$ cat src/rtl/bridge_window_decode.sv
module bridge_window_decode #(
  parameter int BUS_W = 8
) (
  input  logic             clk,
  input  logic             rst_n,
  input  logic             cfg_wr,
  input  logic [2:0]       cfg_wsel,
  input  logic [31:0]      cfg_wdata,
  input  logic [2:0]       cfg_rsel,
  output logic [31:0]      cfg_rdata,
  input  logic             io_en,
  input  logic             mem_en,
  input  logic             io_1k,
  input  logic             req_valid,
  input  logic [2:0]       req_kind,
  input  logic [63:0]      req_addr,
  input  logic [BUS_W-1:0] req_bus,
  output logic             rsp_valid,
  output logic             rsp_hit,
  output logic             rsp_type0,
  output logic             rsp_type1,
  output logic             rsp_unsup
);
  localparam int WIN_W = 12;
  localparam int PF_W  = 32 + WIN_W;

  logic [BUS_W-1:0] sec_bus, sub_bus;
  logic [3:0]       io_base_hi, io_lim_hi;
  logic [1:0]       io_base_lo, io_lim_lo;
  logic [WIN_W-1:0] mem_base, mem_lim, pf_base, pf_lim;
  logic [31:0]      pf_base_up, pf_lim_up;

  always_ff @(posedge clk) begin
    if (!rst_n) begin
      sec_bus    <= '0;
      sub_bus    <= '0;
      io_base_hi <= 4'hF;
      io_lim_hi  <= 4'h0;
      io_base_lo <= 2'b00;
      io_lim_lo  <= 2'b00;
      mem_base   <= '1;
      mem_lim    <= '0;
      pf_base    <= '1;
      pf_lim     <= '0;
      pf_base_up <= '1;
      pf_lim_up  <= '0;
    end else if (cfg_wr) begin
      case (cfg_wsel)
        3'd0: begin
          sec_bus <= cfg_wdata[BUS_W-1:0];
          sub_bus <= cfg_wdata[8 +: BUS_W];
        end
        3'd1: begin
          io_base_hi <= cfg_wdata[7:4];
          io_lim_hi  <= cfg_wdata[15:12];
          if (io_1k) begin
            io_base_lo <= cfg_wdata[3:2];
            io_lim_lo  <= cfg_wdata[11:10];
          end
        end
        3'd2: begin
          mem_base <= cfg_wdata[15:4];
          mem_lim  <= cfg_wdata[31:20];
        end
        3'd3: begin
          pf_base <= cfg_wdata[15:4];
          pf_lim  <= cfg_wdata[31:20];
        end
        3'd4: pf_base_up <= cfg_wdata;
        3'd5: pf_lim_up  <= cfg_wdata;
        default: ;
      endcase
    end
  end

  wire [1:0] io_base_fine = io_1k ? io_base_lo : 2'b00;
  wire [1:0] io_lim_fine  = io_1k ? io_lim_lo  : 2'b00;

  always_comb begin
    cfg_rdata = '0;
    case (cfg_rsel)
      3'd0: begin
        cfg_rdata[BUS_W-1:0]  = sec_bus;
        cfg_rdata[8 +: BUS_W] = sub_bus;
      end
      3'd1: cfg_rdata = {16'h0, io_lim_hi, io_lim_fine, 2'b00,
                         io_base_hi, io_base_fine, 2'b00};
      3'd2: cfg_rdata = {mem_lim, 4'h0, mem_base, 4'h0};
      3'd3: cfg_rdata = {pf_lim, 4'h1, pf_base, 4'h1};
      3'd4: cfg_rdata = pf_base_up;
      3'd5: cfg_rdata = pf_lim_up;
      default: cfg_rdata = '0;
    endcase
  end

  wire kind_ok = $onehot(req_kind);
  wire is_io   = kind_ok && req_kind[0];
  wire is_mem  = kind_ok && req_kind[1];
  wire is_cfg  = kind_ok && req_kind[2];

  wire [5:0] io_lo_bound = {io_base_hi, io_base_fine};
  wire [5:0] io_hi_bound = {io_lim_hi, io_1k ? io_lim_lo : 2'b11};
  wire [5:0] io_a        = req_addr[15:10];
  wire io_in  = (req_addr[63:16] == '0) && (io_a >= io_lo_bound) && (io_a <= io_hi_bound);

  wire [WIN_W-1:0] mem_a = req_addr[31:20];
  wire mem_in = (req_addr[63:32] == '0) && (mem_a >= mem_base) && (mem_a <= mem_lim);

  wire [PF_W-1:0] pf_a = req_addr[63:20];
  wire pf_in  = (pf_a >= {pf_base_up, pf_base}) && (pf_a <= {pf_lim_up, pf_lim});

  wire cfg_in = (req_bus >= sec_bus) && (req_bus <= sub_bus);

  wire hit_d   = (is_io && io_en && io_in) || (is_mem && mem_en && (mem_in || pf_in)) ||
                 (is_cfg && cfg_in);
  wire unsup_d = is_mem && !mem_en;
  wire t0_d    = is_cfg && cfg_in && (req_bus == sec_bus);
  wire t1_d    = is_cfg && cfg_in && (req_bus != sec_bus);

  always_ff @(posedge clk) begin
    if (!rst_n) begin
      rsp_valid <= 1'b0;
      rsp_hit   <= 1'b0;
      rsp_type0 <= 1'b0;
      rsp_type1 <= 1'b0;
      rsp_unsup <= 1'b0;
    end else begin
      rsp_valid <= req_valid;
      rsp_hit   <= req_valid && hit_d;
      rsp_type0 <= req_valid && t0_d;
      rsp_type1 <= req_valid && t1_d;
      rsp_unsup <= req_valid && unsup_d;
    end
  end
endmodule


$ cat config.mk
export PLATFORM = sky130hd
export DESIGN_NAME = bridge_window_decode
export DESIGN_NICKNAME = d
export VERILOG_FILES = /design/src/rtl/bridge_window_decode.sv
export SDC_FILE = /design/constraint.sdc
export NUM_CORES = 1
export LEC_CHECK = 0
export BUFFER_PORTS_ARGS = -buffer_cell sky130_fd_sc_hd__buf_2
export CAP_MARGIN = 0
export CORE_MARGIN = 2
export CORE_UTILIZATION = 55
export CTS_CLUSTER_DIAMETER = 60
export DETAILED_ROUTE_END_ITERATION = 16
export PLACE_DENSITY_LB_ADDON = 0.1
export RECOVER_POWER = 50
export SYNTH_ARGS = -nofsm -noshare
export SYNTH_HDL_FRONTEND = slang
export SYNTH_SLANG_ARGS = --single-unit
$ cat constraint.sdc
create_clock -name clk -period 2.6 [get_ports clk]
set_input_delay 0.39 -clock clk [delete_from_list [all_inputs] [get_ports clk]]
set_output_delay 0.39 -clock clk [all_outputs]
set_load 0.02 [all_outputs]
==> out/results.txt, run 1 <==
Ys async rst share = 0%
Fin nets = 1621
Layout cells sized above 1 = 14.58%
Fillers = 1557
TritonCTS clock tree = done
Max IR drop VDD = 0.4584 mV
DRC Markers = 0
Family with the most delay on the worst path = compound AO/OA/AOI/OAI gates
RSZ-0062 raised after global routing = no
Starting DRT DRC Count = 652
Global-route usage over all layers = 33.03%
Most frequent cells in the layout = 251 x nand2_1, 145 x inv_1, 145 x dfxtp_1
Cell Area, Synth = 9797 um^2
Post-layout min period = 2.380 ns
First-pass GRT wire length = 47010 um
CTS clock-pin slew for the worst setup and hold paths = 0.07 ns
CTS sink count = 145
Syn_nets = 1495
CP Capture Type = register
Vias in the first global route = 8730
Worst min path class = in2reg
Rel. slew slack = 6.208%
Max stage delay on crit path = 0.44 ns
Initial antenna violation count = 0
Inserted Clock Buffers = 17
Final Setup Violations = 0
Total global routing overflow = 0
H-tree levels = 4
# diodes = 0
Sequential area share after synthesis = 29.63%
Final hold vios = 0
Placer congestion estimate = 0.9076
Startpoint Class = register
Die area = 18900 um^2
Non-Filler Instances = 1597
Register bit total from synthesis = 145
Core area = 17360 um^2
Setup CP Type = reg2reg
Worst path required time = 2.92 ns
Root buffer selected by CTS = clkbuf_16
Post-place setup slack = 0.1112 ns
Post_cts resized = 0
Pwr dens = 513.5 nW/um^2
Die width = 137.5 um
CTS Hold Bufs = 0
Total number of vias = 9291
CP max FO = 3
Final WL = 30250 um
Commonest non-fill, non-tap cell in the layout = nand2_1
Number of flops mapped to enable cells by yosys = 0
Cell Chain, Critical Path = inv_1 > ha_1 > a21oi_2 > o21ai_1 > a221o_1 > a2111o_1 > o21ai_1 > nand2_1 > a221o_1
Postcts setup bufs = 0
Fin Setup TNS = 0 ns
Fin crit share = 91.53%
Post-Syn Instances = 1234
Status = finished, final reports clean
Avg Cell Area, Syn = 7.939 um^2
Drt pass-1 iters = 5
DR WL/cell = 18.94 um
Worst reg2reg path depth = 9
IO Count = 157
Slew Viols, Final = 0
Synth Flop Type = dfxtp_1
Pin count of the biggest net entering global routing = 75
Post-synth cell types = 49
Placed instance count = 1566
Final ANT Viol Nets = 0
Min Hold Slack = 0.1318 ns
Port bufs = 146
FMAX = 420.2 MHz
Buf+Inv Stages, Crit Path = 1
Hold Path Stages = 2
Die H = 137.5 um
Max Clock Skew = 0.006575 ns
P_leak = 5.209 nW
Synth-to-Final Area Change = 16.13%
Dpl hpwl = 23000 um
Worst slew pin tran = 1.407 ns
Max-cap violations = 0
Setup ws final = 0.2202 ns
Slowest CP cell = a2111o_1
Row cnt = 48
Worst skew pair latency = 0.43 ns
Crit. path cell count = 9
CTS max path bufs = 2
DR vias/cell = 5.818
Critical Path AT = 2.70 ns
Synth Warn # = 0
Starting density of the core = 56.44%
[layout make-up]
class                   count  area, um^2  share of cell area [%]
flip-flops and latches    145        2903                   25.51
well taps                 225       281.5                   2.474
inverters                 145       544.3                   4.784
multi-input cells         882        6118                   53.78
repair buffers            169       933.4                   8.204
clock buffers              23       467.9                   4.113
clock inverters             8       128.9                   1.133
[cells in the mapped netlist (3+ instances only)]
cell type,count,area (um^2)
nand2_1,251,942.2
dfxtp_1,145,2903
inv_1,145,544.3
ha_1,140,1752
a21boi_0,83,623.1
o211ai_1,61,457.9
clkbuf_1,58,217.7
a21oi_1,46,230.2
mux2i_1,39,390.4
nand4_1,31,193.9
nor2_1,29,108.9
o21ai_0,29,145.1
o22ai_1,28,175.2
a21o_1,22,165.2
nand3_1,19,95.09
nor2b_1,15,93.84
nor4_1,14,87.58
nor3_1,10,50.05
a22oi_1,9,67.56
mux4_2,6,135.1
nand2b_1,6,37.54
and2_1,4,25.02
a211oi_1,3,22.52
a221o_1,3,30.03
buf_2,3,15.01
o21a_1,3,22.52
or2_2,3,18.77
[flip-flops by register name, summed over array words and instances, names as in the netlist, 2 cells and up]
| signal | count |
|---|---|
| mem_base | 12 |
| pf_base_up | 32 |
| io_base_hi | 4 |
| pf_base | 12 |
| pf_lim | 12 |
| io_base_lo | 2 |
| io_lim_hi | 4 |
| mem_lim | 12 |
| io_lim_lo | 2 |
| sec_bus | 8 |
| pf_lim_up | 32 |
| sub_bus | 8 |
[routing by layer]
metal	share of wire, %	vias up	GRT usage [%]
met1	43	4334	41.61
li1	-	4564	-
met4	4.2	0	15.64
met2	47	324	55.20
met3	5.9	69	5.261
met5	0	-	0
[cells by family (layout without fill, tap and decap cells)]
group | count (synthesis) | in the layout | share of synthesized area (%)
AOI/OAI and AO/OA | 305 | 305 | 21.37
adders and majority gates | 141 | 141 | 18.08
buffers and inverters | 207 | 345 | 7.969
DFF | 145 | 145 | 29.63
muxes | 45 | 45 | 5.364
and+or+nand+nor | 391 | 391 | 17.59
[power by group]
group | switching, mW | internal, mW | leakage, nW | total, mW
Sequential | 0.0370 | 2.28 | 1.18 | 2.32
Combinational | 0.589 | 0.381 | 3.74 | 0.970
Clock | 0.994 | 1.56 | 0.288 | 2.55
Total | 1.62 | 4.22 | 5.21 | 5.84
[stage by stage]
stage | instance area [um^2] | utilization (%) | total power [mW]
CTS | 11410 | 65.72 | 5.842
global placement | 10810 | 62.28 | 3.299
floorplan | 9797 | - | 2.928
detailed placement | 10810 | 62.28 | 3.318
global route | 11380 | 65.55 | 6.060
finish | 11380 | 65.55 | 5.842
[worst paths after layout]
check,slack [ns],from,to
max,0.22,pf_base_up[3]$_SDFFE_PN1P_,rsp_hit$_SDFF_PN0_
min,0.13,mem_en,rsp_unsup$_SDFF_PN0_
max reg2reg,0.22,pf_base_up[3]$_SDFFE_PN1P_,rsp_hit$_SDFF_PN0_
min reg2reg,0.47,sec_bus[3]$_SDFFE_PN0P_,sec_bus[3]$_SDFFE_PN0P_
(Power assumes the default switching activity.)
==> inputs of run 2 (changes only) <==
--- a/config.mk
+++ b/config.mk
@@ -7,6 +7,7 @@
 export LEC_CHECK = 0
 export BUFFER_PORTS_ARGS = -buffer_cell sky130_fd_sc_hd__buf_2
 export CAP_MARGIN = 0
+export CORE_ASPECT_RATIO = 0.7
 export CORE_MARGIN = 2
 export CORE_UTILIZATION = 55
 export CTS_CLUSTER_DIAMETER = 60
==> run 2 against run 1 <==
  * Critical path depth unchanged
  * Sequential cell count unchanged
  * Worst hold slack better by 0.0083 ns
  * Largest power group unchanged
==> out/results.txt, run 2 (synthesis results as in run 1) <==
Status = finished, final reports clean
CTS max path bufs = 2
Worst min path class = in2reg
Met3 Use GR = 7.946%
Total number of vias = 9573
CTS sink count = 145
Core area = 17320 um^2
Buf+Inv Stages, Crit Path = 1
Internal = 4.472 mW
Final WL = 31400 um
Commonest non-fill, non-tap cell in the layout = nand2_1
Most frequent cells in the layout = 251 x nand2_1, 145 x inv_1, 145 x dfxtp_1
Starting DRT DRC Count = 1131
DR vias/cell = 5.950
Initial antenna violation count = 1
Starting density of the core = 56.58%
Total global routing overflow = 0
Inserted Clock Buffers = 17
Non-Filler Instances = 1609
Seq pwr share = 38.0%
Rel. slew slack = 2.526%
CP max FO = 3
Clock network fraction of design power = 45.7%
Met1 Track Usage GR = 52.71%
Startpoint Class = register
Placed instance count = 1576
Port bufs = 146
Fin nets = 1625
Min Hold Slack = 0.1401 ns
Sequential cell area = 2903 um^2
Worst path required time = 2.91 ns
Slowest CP cell = a2111o_1
Die H = 115.7 um
FMAX = 415.0 MHz
Final Setup Violations = 0
Pwr dens = 531.4 nW/um^2
Die area = 18910 um^2
DRC Markers = 0
Worst skew pair latency = 0.44 ns
Global-route usage over all layers = 33.46%
H-tree levels = 4
Cell Chain, Critical Path = inv_1 > ha_4 > a21oi_2 > o21ai_1 > a221o_1 > a2111o_1 > o21ai_1 > nand2_1 > a221o_1
Area taken by multi-input logic gates = 6136 um^2
Final hold vios = 0
Largest regs = pf_base_up x32, pf_lim_up x32
Setup CP Type = reg2reg
Max IR drop VDD = 0.3993 mV
Final ANT Viol Nets = 0
RSZ-0062 raised after global routing = no
Synth-to-Final Area Change = 17.20%
Family with the most delay on the worst path = compound AO/OA/AOI/OAI gates
Fillers = 1525
P_leak = 5.266 nW
Layout cells sized above 1 = 15.69%
P_sw = 1.629 mW
Fin Setup TNS = 0 ns
Pin count of the biggest net entering global routing = 141
Fin crit share = 92.67%
Switch share = 26.71%
Postcts setup bufs = 0
Placer congestion estimate = 0.8822
First-pass GRT wire length = 47710 um
Root buffer selected by CTS = clkbuf_16
Drt pass-1 iters = 5
Gr busiest metal = met1
Slew Viols, Final = 0
Gate power share = 16.3%
Worst slew pin tran = 1.462 ns
GR Util met2 = 45.46%
Max Clock Skew = 0.009370 ns
IO Count = 157
DR WL/cell = 19.51 um
Die width = 163.5 um
Vias in the first global route = 8567
Dpl hpwl = 24030 um
CTS clock-pin slew for the worst setup and hold paths = 0.06 ns
Final Util = 66.31%
TritonCTS clock tree = done
CP Capture Type = register
Row cnt = 40
Critical Path AT = 2.72 ns
Post-layout min period = 2.409 ns
Max-cap violations = 0
Max stage delay on crit path = 0.45 ns
-- run 2: stage by stage --
stage / total power, mW / setup slack (ns) / cell area [um^2]
6_report: 6.101 / 0.1906 / 11480
5_1_grt: 6.325 / 0.01181 / 11480
4_1_cts: 6.081 / 0.1633 / 11480
3_5_place_dp: 3.330 / 0.05722 / 10820
3_3_place_gp: 3.309 / 0.06891 / 10820
2_1_floorplan: 2.928 / 0.3608 / 9797
-- run 2: power by group through the flow --
stage	Combinational [mW]	Sequential [mW]	Clock (mW)
finish	0.993	2.32	2.79
global route	1.08	2.32	2.92
CTS	0.972	2.32	2.79
detailed placement	0.964	2.37	0
global placement	0.945	2.36	0
floorplan	0.572	2.36	0
-- run 2: metal layers --
| metal | routed length [um] | up-vias |
|---|---|---|
| met1 | 15260 | 4482 |
| met3 | 3454 | 41 |
| met5 | 0 | - |
| met2 | 12230 | 474 |
| met4 | 450 | 0 |
| li1 | - | 4576 |
-- run 2: cell type report --
cell class,instances,area share [%]
inverter,145,4.740
antenna,1,0.02179
multi-input combinational,882,53.44
clock inverter,9,1.536
sequential,145,25.28
tap,231,2.517
clock buffer,23,4.250
timing repair buffer,173,8.216
-- run 2: path summary, 6_finish.rpt --
kind | startpoint | to | slack [ns] | depth (start not counted)
setup / recovery | pf_base_up[3]$_SDFFE_PN1P_ | rsp_hit$_SDFF_PN0_ | 0.19 | 9
hold / removal | mem_en | rsp_unsup$_SDFF_PN0_ | 0.14 | 2
setup reg to reg | pf_base_up[3]$_SDFFE_PN1P_ | rsp_hit$_SDFF_PN0_ | 0.19 | 9
hold reg to reg | io_lim_hi[2]$_SDFFE_PN0P_ | io_lim_hi[2]$_SDFFE_PN0P_ | 0.47 | 2
-- run 2: what timing repair did --
item | CTS | global route
resized for setup | 0 | 1
endpoints found under the setup margin | 0 | 1
hold buffers | 0 | 0
